**config.mk**
```make
export PLATFORM = sky130hd
export DESIGN_NAME = mbt_uart_rx
export DESIGN_NICKNAME = d
export VERILOG_FILES = /design/src/rtl/mbt_uart_pkg.sv /design/src/rtl/mbt_rx_sync.sv /design/src/rtl/mbt_rx_timer.sv /design/src/rtl/mbt_rx_frame.sv /design/src/rtl/mbt_uart_rx.sv
export SDC_FILE = /design/constraint.sdc
export NUM_CORES = 1
export LEC_CHECK = 0
export ABC_CLOCK_PERIOD_IN_PS = 4000
export BUFFER_PORTS_ARGS = -buffer_cell sky130_fd_sc_hd__buf_2
export CAP_MARGIN = 20
export CORE_UTILIZATION = 27
export DETAILED_ROUTE_END_ITERATION = 7
export PLACE_DENSITY = 0.44
export SLEW_MARGIN = 0
export SYNTH_ARGS = -nofsm -noshare
export SYNTH_HDL_FRONTEND = slang
export SYNTH_SLANG_ARGS = --single-unit
```
**constraint.sdc**
```tcl
create_clock -name clk -period 4 [get_ports clk]
set_input_delay 0 -clock clk [delete_from_list [all_inputs] [get_ports clk]]
set_output_delay 0 -clock clk [all_outputs]
set_load 0.01 [all_outputs]
```
**src/rtl/mbt_uart_pkg.sv**
```systemverilog
package mbt_uart_pkg;
  typedef enum logic [2:0] {
    ST_IDLE,
    ST_START,
    ST_DATA,
    ST_STOP,
    ST_WAIT
  } rx_state_t;
endpackage

```
**src/rtl/mbt_rx_sync.sv**
```systemverilog
module mbt_rx_sync #(
  parameter int STAGES = 2
) (
  input  logic clk,
  input  logic rst,
  input  logic rx_in,
  output logic rx_s,
  output logic vote
);
  localparam int W = STAGES + 2;

  logic [W-1:0] sr_q;
  logic         h1, h2;

  always_ff @(posedge clk) begin
    if (rst) sr_q <= '1;
    else     sr_q <= {sr_q[W-2:0], rx_in};
  end

  assign rx_s = sr_q[STAGES-1];
  assign h1   = sr_q[STAGES];
  assign h2   = sr_q[STAGES+1];
  // three consecutive samples, centred one clock behind rx_s
  assign vote = (rx_s & h1) | (rx_s & h2) | (h1 & h2);
endmodule

```
**src/rtl/mbt_rx_timer.sv**
```systemverilog
module mbt_rx_timer #(
  parameter int INT_W  = 16,
  parameter int FRAC_W = 8
) (
  input  logic                    clk,
  input  logic                    rst,
  input  logic                    load,
  input  logic                    run,
  input  logic [INT_W+FRAC_W-1:0] bit_period,
  output logic                    tick
);
  localparam int W = INT_W + FRAC_W;
  localparam logic [W:0] ONE = (W+1)'(1) << FRAC_W;

  logic [INT_W-1:0]  cnt_q;
  logic [FRAC_W-1:0] frac_q;
  logic [W:0]        first_sum, next_sum;
  logic [INT_W:0]    first_int, next_int;

  // half a period plus one half clock, for rounding to the nearest clock
  assign first_sum = ({1'b0, bit_period} + ONE) >> 1;
  assign first_int = first_sum[W:FRAC_W];
  // one full period plus the carried fraction
  assign next_sum  = {1'b0, bit_period} + {{(INT_W+1){1'b0}}, frac_q};
  assign next_int  = next_sum[W:FRAC_W];

  assign tick = run && (cnt_q == '0);

  always_ff @(posedge clk) begin
    if (rst) begin
      cnt_q  <= '0;
      frac_q <= '0;
    end else if (load) begin
      cnt_q  <= INT_W'(first_int - 1'b1);
      frac_q <= first_sum[FRAC_W-1:0];
    end else if (tick) begin
      cnt_q  <= INT_W'(next_int - 1'b1);
      frac_q <= next_sum[FRAC_W-1:0];
    end else if (run) begin
      cnt_q  <= cnt_q - 1'b1;
    end
  end

  // spacing monitor for the assertion below
  logic [INT_W:0] gap_q;
  logic           first_q;
  always_ff @(posedge clk) begin
    if (rst) begin
      gap_q   <= '0;
      first_q <= 1'b1;
    end else if (load) begin
      gap_q   <= (INT_W+1)'(1);
      first_q <= 1'b1;
    end else if (tick) begin
      gap_q   <= (INT_W+1)'(1);
      first_q <= 1'b0;
    end else if (gap_q != '1) begin
      gap_q   <= gap_q + 1'b1;
    end
  end

  AST_TICK_GAP: assert property (@(posedge clk) disable iff (rst)
    (tick && !first_q) |-> (gap_q == {1'b0, bit_period[W-1:FRAC_W]} ||
                            gap_q == {1'b0, bit_period[W-1:FRAC_W]} + 1'b1));
endmodule

```
**src/rtl/mbt_rx_frame.sv**
```systemverilog
module mbt_rx_frame
  import mbt_uart_pkg::*;
#(
  parameter int DATA_W = 8
) (
  input  logic              clk,
  input  logic              rst,
  input  logic              rx_s,
  input  logic              vote,
  input  logic              tick,
  output logic              load,
  output logic              run,
  output logic [DATA_W-1:0] data_out,
  output logic              data_valid,
  output logic              frame_err
);
  localparam int IDX_W = (DATA_W > 1) ? $clog2(DATA_W) : 1;

  rx_state_t         state_q;
  logic [IDX_W-1:0]  idx_q;
  logic [DATA_W-1:0] shreg_q, data_q;
  logic              valid_q, ferr_q;

  assign load = (state_q == ST_IDLE) && !rx_s;
  assign run  = (state_q == ST_START) || (state_q == ST_DATA) || (state_q == ST_STOP);

  always_ff @(posedge clk) begin
    if (rst) begin
      state_q <= ST_IDLE;
      idx_q   <= '0;
      shreg_q <= '0;
      data_q  <= '0;
      valid_q <= 1'b0;
      ferr_q  <= 1'b0;
    end else begin
      valid_q <= 1'b0;
      ferr_q  <= 1'b0;
      case (state_q)
        ST_IDLE:  if (!rx_s) state_q <= ST_START;
        ST_START: if (tick) begin
          if (vote) state_q <= ST_IDLE;
          else begin
            state_q <= ST_DATA;
            idx_q   <= '0;
          end
        end
        ST_DATA:  if (tick) begin
          shreg_q <= {vote, shreg_q[DATA_W-1:1]};
          if (idx_q == IDX_W'(DATA_W-1)) state_q <= ST_STOP;
          else                           idx_q   <= idx_q + 1'b1;
        end
        ST_STOP:  if (tick) begin
          if (vote) begin
            data_q  <= shreg_q;
            valid_q <= 1'b1;
            state_q <= ST_IDLE;
          end else begin
            ferr_q  <= 1'b1;
            state_q <= ST_WAIT;
          end
        end
        ST_WAIT:  if (rx_s) state_q <= ST_IDLE;
        default:  state_q <= ST_IDLE;
      endcase
    end
  end

  assign data_out   = data_q;
  assign data_valid = valid_q;
  assign frame_err  = ferr_q;

  AST_VALID_ONE_CYCLE: assert property (@(posedge clk) disable iff (rst)
    data_valid |=> !data_valid);
  AST_DATA_HELD: assert property (@(posedge clk) disable iff (rst)
    !data_valid |-> $stable(data_out));
  AST_NO_VALID_ON_ERR: assert property (@(posedge clk) disable iff (rst)
    frame_err |-> !data_valid);
  AST_ERR_ONE_CYCLE: assert property (@(posedge clk) disable iff (rst)
    frame_err |=> !frame_err);
  AST_WAIT_FOR_HIGH: assert property (@(posedge clk) disable iff (rst)
    (state_q == ST_WAIT && !rx_s) |=> (state_q == ST_WAIT));
endmodule

```
**src/rtl/mbt_uart_rx.sv**
```systemverilog
module mbt_uart_rx #(
  parameter int INT_W       = 16,
  parameter int FRAC_W      = 8,
  parameter int DATA_W      = 8,
  parameter int SYNC_STAGES = 2
) (
  input  logic                    clk,
  input  logic                    rst,
  input  logic                    rx_line,
  input  logic [INT_W+FRAC_W-1:0] bit_period,
  output logic [DATA_W-1:0]       data_out,
  output logic                    data_valid,
  output logic                    frame_err
);
  logic rx_s, vote, tick, load, run;

  mbt_rx_sync #(.STAGES(SYNC_STAGES)) u_sync (
    .clk   (clk),
    .rst   (rst),
    .rx_in (rx_line),
    .rx_s  (rx_s),
    .vote  (vote)
  );

  mbt_rx_timer #(.INT_W(INT_W), .FRAC_W(FRAC_W)) u_timer (
    .clk        (clk),
    .rst        (rst),
    .load       (load),
    .run        (run),
    .bit_period (bit_period),
    .tick       (tick)
  );

  mbt_rx_frame #(.DATA_W(DATA_W)) u_frame (
    .clk        (clk),
    .rst        (rst),
    .rx_s       (rx_s),
    .vote       (vote),
    .tick       (tick),
    .load       (load),
    .run        (run),
    .data_out   (data_out),
    .data_valid (data_valid),
    .frame_err  (frame_err)
  );
endmodule

```
==> flow_summary.yaml, run 1 <==
clocking:
  ctsHoldBuffers: 4
  root_buffer: "clkbuf_16"
  cts_setup_buffers: 0
  clock_sinks: 52
  htree_levels: 2
  clk_latency_ns: 0.31
  clk_pin_slew_worst_paths_ns: 0.08
  cts_tree: "yes"
  cts_buffers: 5
  cts_max_path_buffers: 2
  cts_resized: 0
yosys:
  syn_area_per_cell_um2: 7.922
  yosys_warnings: 0
  synthCells: 440
  yosysTopAreaCellShare_pct: 29.86
  synth_seq_area_share_pct: 29.86
  syn-cell-area_mm2: 0.003486
  synthAdderAreaFrac_pct: 4.882
  synth-seq-cells: 52
  synth_area_leaders: "dfxtp_1 30%, nor2_1 6.2%, nand2_1 5.6%"
  async_flop_share_pct: 0
  syn_nets: 480
  yosysTopAreaCell: "dfxtp_1"
  yosys.area_share.simple_pct: 28.14
  synth-compound-area-share_pct: 20.50
  synth_edf_count: 0
  synth_top_family_by_area: "simple AND/OR/NAND/NOR gates"
  synthXorXnorAreaFrac_pct: 9.799
  synth.area.mux_share_pct: 3.159
  synth_cell_types: 60
  ys.flop_type: "dfxtp_1"
route:
  antenna_left: 0
  post_drt_via_cell_ratio: 5.116
  dr_total_vias: 3310
  drc: 0
  wl_per_cell_um: 15.36
  drt-met1-wl_um: 4863
  firstDrtPassIters: 4
  route.met3.wl_um: 289
  dr.first_iter.drc_count: 174
  wirelength_um: 9941
  dr_wl_met2_um: 4682
  topRoutingLayerUsed: "met4"
global_routing:
  grt_overflow: 0
  grt_pass1_vias: 3089
  track_usage_pct: 15.91
  grt_pass1_wl_um: 16350
  grt_max_degree: 55
  antenna_found_initial: 0
critical_path:
  setup.worst_path.end_class: "register"
  cp_max_fo: 8
  r2r-start: "u_timer.frac_q[0]"
  critPathMaxStageDelay_ns: 0.68
  cp-endpoint: "u_timer.cnt_q[12]"
  worstSetupStartpointType: "input port"
  crit_chain: "dlygate4sd3_1 -> buf_2 -> ha_1 -> nand3_1 -> nor3_1 -> o21ai_0 -> xor2_1 -> o221ai_1 -> inv_1 -> ha_1 -> nor4b_4 -> nand4b_1 -> or3_1 -> nand3_1"
  critical_path_class: "input port to register"
  required_ns: 4.25
  cp_slowest_cell: "nor3_1"
  r2r_slack_ns: 0.48
  timing.rr.end: "u_timer.cnt_q[15]"
  startpoint: "bit_period[6]"
  reg2regPathDepth: 12
  cp.arrival_ns: 3.81
power_and_ir_drop:
  leakage_uw: 0.001478
  cellPowerDensity_mw_per_mm2: 539.4
  irDropWorstVdd_mv: 0.2054
floorplanning:
  fp.dieArea_mm2: 0.01337
  core_area_mm2: 0.01262
  ios: 37
  die_x_um: 115.6
  fp.dieH_um: 115.6
  rows: 41
  start_util_pct: 27.62
cells_and_area:
  fin_cells: 647
  layout-drive-gt1-share_pct: 15.79
  syn_to_final_growth_pct: 15.90
  nets: 514
  diodes: 0
  n_fill_cell: 1382
timing:
  maxSlewHeadroom_pct: 35.74
  final-hold-violation-count: 1
  clock_skew_ns: 0.01084
  min_period_ns: 3.557
  timing.final.crit_share_pct: 88.93
  clock.fmax_mhz: 281.1
  worst_pin_slew_ns: 0.9639
  drv_slew: 0
  setup_viol: 0
  hold_ws_ns: -0.002584
  rsz0062_at_grt: "no"
  worst_slack_ns: 0.4429
  tns_ns: 0
min_path:
  hold_path.class: "input port to register"
  min_from: "bit_period[4]"
placed_design:
  dp_slack_ns: 0.4714
  place_hpwl_um: 7433
  portBuffers: 36
  placedCellCount: 635
  gp_congestion: 0.8339
run:
  cap_viol_max_count: 0
outcome:
  status: "complete, but fails checks"
  violations: "hold timing"
==> state kept, by name (all words and copies together) (netlist names) <==
name and count:
u_frame.data_valid 1, u_timer.cnt_q 16, u_frame.shreg_q 8, u_sync.sr_q 4
u_frame.frame_err 1, u_frame.data_out 8, u_frame.idx_q 3, u_frame.state_q 3
u_timer.frac_q 8
==> area by class of cell <==
class | count | area (um2) | share of cell area, %
timing repair buffer | 46 | 265.3 | 6.565
tap | 172 | 215.2 | 5.327
inverter | 11 | 41.29 | 1.022
clock inverter | 3 | 28.78 | 0.7123
multi-input combinational | 358 | 2323 | 57.51
clock buffer | 5 | 125.1 | 3.097
sequential | 52 | 1041 | 25.77
==> cell usage in the layout (no fill, tap or decap), types with 4 or more instances in the layout <==
| cell type | count |
|---|---|
| nor3_1 | 9 |
| a21oi_2 | 4 |
| dfxtp_1 | 52 |
| dlygate4sd3_1 | 4 |
| o21ai_0 | 14 |
| mux2i_1 | 11 |
| nand3_1 | 13 |
| a21oi_1 | 29 |
| or2_2 | 7 |
| buf_2 | 36 |
| a221oi_1 | 6 |
| ha_1 | 12 |
| or4_1 | 5 |
| o22ai_1 | 4 |
| nand4_1 | 8 |
| nor2_1 | 58 |
| xnor2_1 | 18 |
| o211ai_1 | 9 |
| nor4_1 | 9 |
| xor2_1 | 21 |
| nand2b_1 | 5 |
| a211oi_1 | 8 |
| clkbuf_16 | 5 |
| buf_4 | 6 |
| a22oi_1 | 4 |
| inv_1 | 11 |
| nand2_1 | 52 |
| nand3b_1 | 8 |
==> kinds of logic (layout without fill, tap and decap cells) <==
family	after synthesis	count (layout)
DFF	52	52
adders and majority gates	13	13
xor gates and xnor gates	39	39
muxes	11	11
and+or+nand+nor	191	191
AOI/OAI and AO/OA	104	104
buffers and inverters	30	65
==> per-stage QoR <==
step | area, um2 | total power (uW) | utilization [%]
final | 4040 | 2179 | 32.01
after global routing | 4040 | 2336 | 32.01
after CTS | 4040 | 2190 | 32.01
after detailed placement | 3846 | 1704 | 30.48
after global placement | 3846 | 1710 | 30.48
after floorplan | 3486 | 1447 | -
==> how the worst min path moves through the flow <==
stage	to	slack (ns)	cells after the start
global route	u_timer.frac_q[6]	0.06	3
finish	u_timer.frac_q[3]	-0.003	3
global placement	u_sync.sr_q[0]	0.19	2
floorplan	u_sync.sr_q[0]	0.10	1
CTS	u_timer.frac_q[3]	0.00009	3
detailed placement	u_sync.sr_q[0]	0.18	2
==> per-layer routing <==
layer	GRT usage (%)	vias up
met5	0	-
met4	4.359	0
met3	2.563	8
met2	26.07	50
met1	21.65	1584
li1	-	1668
==> Yosys cell counts, drive strengths merged, types with 9 or more instances <==
master,instances
a21oi,33
xor2,21
mux2i,11
nand3,14
clkbuf,11
nor4,10
o21ai,17
inv,11
nand2,52
o211ai,9
xnor2,18
nor2,60
dfxtp,52
ha,12
nor3,12
==> report_power, final <==
group	total [uW]	leakage, uW	switching, uW	internal, uW
Sequential	671	0.000422	80.2	590
Clock	476	0.0000767	234	242
Combinational	1030	0.000979	628	405
==> critical path, delay by kind of cell <==
family,cells,cell delay (ns)
AND/OR/NAND/NOR,6,1.78
buffers and inverters,3,0.81
adder cells (fa/ha/maj),2,0.58
AO/OA/AOI/OAI,2,0.47
XOR/XNOR,1,0.17
(Power assumes the default switching activity.)
==> inputs of run 2 (changes only) <==
Settings changed: ABC_CLOCK_PERIOD_IN_PS 4000 to 3100, PLACE_DENSITY 0.44 to 0.45, TNS_END_PERCENT from default to 30.
Clock period 4 ns to 3.1 ns, I/O delays scaled along.
==> run 2 against run 1 <==
The flow now finishes without violations. Sequential power up 28%. Count of clock-buffer cells in the layout unchanged. Global-route usage rose by 0.17 points. Cell count rose by 6.3%. Hold slack gained 0.024 ns. Wire length up 3.7%. Non-clock buffer count increased by 41. Critical endpoint is now u_timer.cnt_q[14]. Largest cell class unchanged. Highest routed layer unchanged.
==> flow_summary.yaml, run 2 (same netlist as run 1, synthesis figures left out) <==
run:
  cap_viol_max_count: 0
critical_path:
  cp.arrival_ns: 3.12
  crit_family: "simple AND/OR/NAND/NOR gates"
  worstSetupStartpointType: "register"
  cp_slowest_cell: "or4_1"
  cp_max_fo: 5
  crit_buf_inv: 2
  critical_path_class: "register to register"
  required_ns: 3.24
  setup.worst_path.end_class: "register"
  critPathMaxStageDelay_ns: 0.57
  crit_chain: "or4_1 -> or4_4 -> o21ai_2 -> o22ai_1 -> a21oi_2 -> inv_1 -> ha_1 -> nor4b_4 -> buf_4 -> nand4_1 -> xor2_1 -> a211oi_2"
route:
  firstDrtPassIters: 4
  post_drt_via_cell_ratio: 4.987
  wirelength_um: 10310
  dr_total_vias: 3431
  antenna_left: 0
  dr.first_iter.drc_count: 185
  drc: 0
  wl_per_cell_um: 14.99
timing:
  setup_viol: 0
  timing.final.crit_share_pct: 96.25
  worst_slack_ns: 0.1164
  final-hold-violation-count: 0
  clock.fmax_mhz: 335.2
  min_period_ns: 2.984
  worst_pin_slew_ns: 0.9879
  maxSlewHeadroom_pct: 34.14
  clock_skew_ns: 0.01247
  drv_slew: 0
  rsz0062_at_grt: "yes"
global_routing:
  grt_overflow: 0
  antenna_found_initial: 0
  grt_use_met2_pct: 26.23
  track_usage_pct: 16.08
  busiest_layer: "met2"
  grt_util_met3_pct: 2.667
  grt_pass1_wl_um: 16700
  grtUsageMet1_pct: 21.50
  grt_max_degree: 55
  grt_pass1_vias: 3277
floorplanning:
  die_x_um: 115.6
  ios: 37
  fp.dieArea_mm2: 0.01337
  start_util_pct: 27.62
  fp.dieH_um: 115.6
  rows: 41
  core_area_mm2: 0.01262
clocking:
  clk_latency_ns: 0.30
  root_buffer: "clkbuf_16"
  cts_tree: "yes"
  cts_max_path_buffers: 2
  htree_levels: 2
  clock_sinks: 52
  clk_pin_slew_worst_paths_ns: 0.08
  cts_buffers: 5
cells_and_area:
  largest-register: "u_timer.cnt_q"
  layout-drive-gt1-share_pct: 26.55
  syn_to_final_growth_pct: 29.58
  largest_reg_flops: 16
  post-route-cell-area_mm2: 0.004517
  diodes: 0
  layout_commonest_cell: "nor2_1"
  layout_common_cells: "57 x nor2_1, 52 x nand2_1, 50 x dfxtp_1"
  nets: 555
placed_design:
  dpl_cell_area_mm2: 0.004099
  gp_congestion: 0.8483
  dp_slack_ns: -0.1370
  place_hpwl_um: 7704
  portBuffers: 36
min_path:
  hold_path.class: "input port to register"
power_and_ir_drop:
  leakage_uw: 0.001718
  cellPowerDensity_mw_per_mm2: 706.2
  irDropWorstVdd_mv: 0.2967
outcome:
  status: "finished clean"
[run 2: cell types whose count changed in the layout (fill, tap and decap cells not counted), sizes merged]
cell         before  now
dlygate4sd3       4    5
buf              42   82
[run 2: path summary, 6_finish.rpt]
path | end | startpoint | slack [ns] | cells past startpoint
worst max-delay path | u_timer.cnt_q[14] | u_timer.cnt_q[3] | 0.12 | 12
worst max register to register | u_timer.cnt_q[14] | u_timer.cnt_q[3] | 0.12 | 12
worst min-delay path | u_timer.frac_q[0] | bit_period[1] | 0.02 | 3
worst min register to register | u_sync.sr_q[1] | u_sync.sr_q[0] | 0.43 | 1
[run 2: worst register-to-register path, stage by stage (launching register included)]
cell	delay, ns
dfxtp_1	0.32
or4_1	0.57
or4_4	0.58
o21ai_2	0.16
o22ai_1	0.12
a21oi_2	0.13
inv_1	0.05
ha_1	0.21
nor4b_4	0.13
buf_4	0.17
nand4_1	0.10
xor2_1	0.19
a211oi_2	0.09
[run 2: final cells by class]
cell class	instances	area (um2)
sequential	52	1044
inverter	11	41.29
timing repair buffer	87	591.8
clock inverter	3	28.78
tap	172	215.2
clock buffer	5	125.1
multi-input combinational	358	2471
fill	1339	8103
[run 2: what timing repair did]
action,CTS,global route
buffers inserted,3,5
hold buffers,5,0
hold endpoints to repair,5,0
resized for setup,6,26
setup endpoints to repair,6,9
pin swaps,5,16
[run 2: per-stage QoR]
stage | TNS [ns] | power [uW] | hold WS, ns | utilization (%) | std cells
6_report | 0 | 3190 | 0.02134 | 35.79 | 688
3_3_place_gp | -0.04129 | 2433 | 0.1947 | 32.48 | 667
5_1_grt | -0.06426 | 3428 | 0.04718 | 35.79 | 688
4_1_cts | 0 | 3099 | 0.006120 | 34.50 | 683
2_1_floorplan | 0 | 1867 | 0.1038 | - | 440
3_5_place_dp | -0.3921 | 2421 | 0.1973 | 32.48 | 667
[run 2: power breakdown]
part           total (uW)  switching, uW  internal [uW]
combinational        1710            918            796
sequential            862           99.6            763
clock                 614            301            313
[run 2: per-layer routing]
metal,part of all wire (%),up-vias
li1,-,1755
met1,49,1612
met2,47,52
met3,2.5,12
met4,2.0,0
met5,0,-
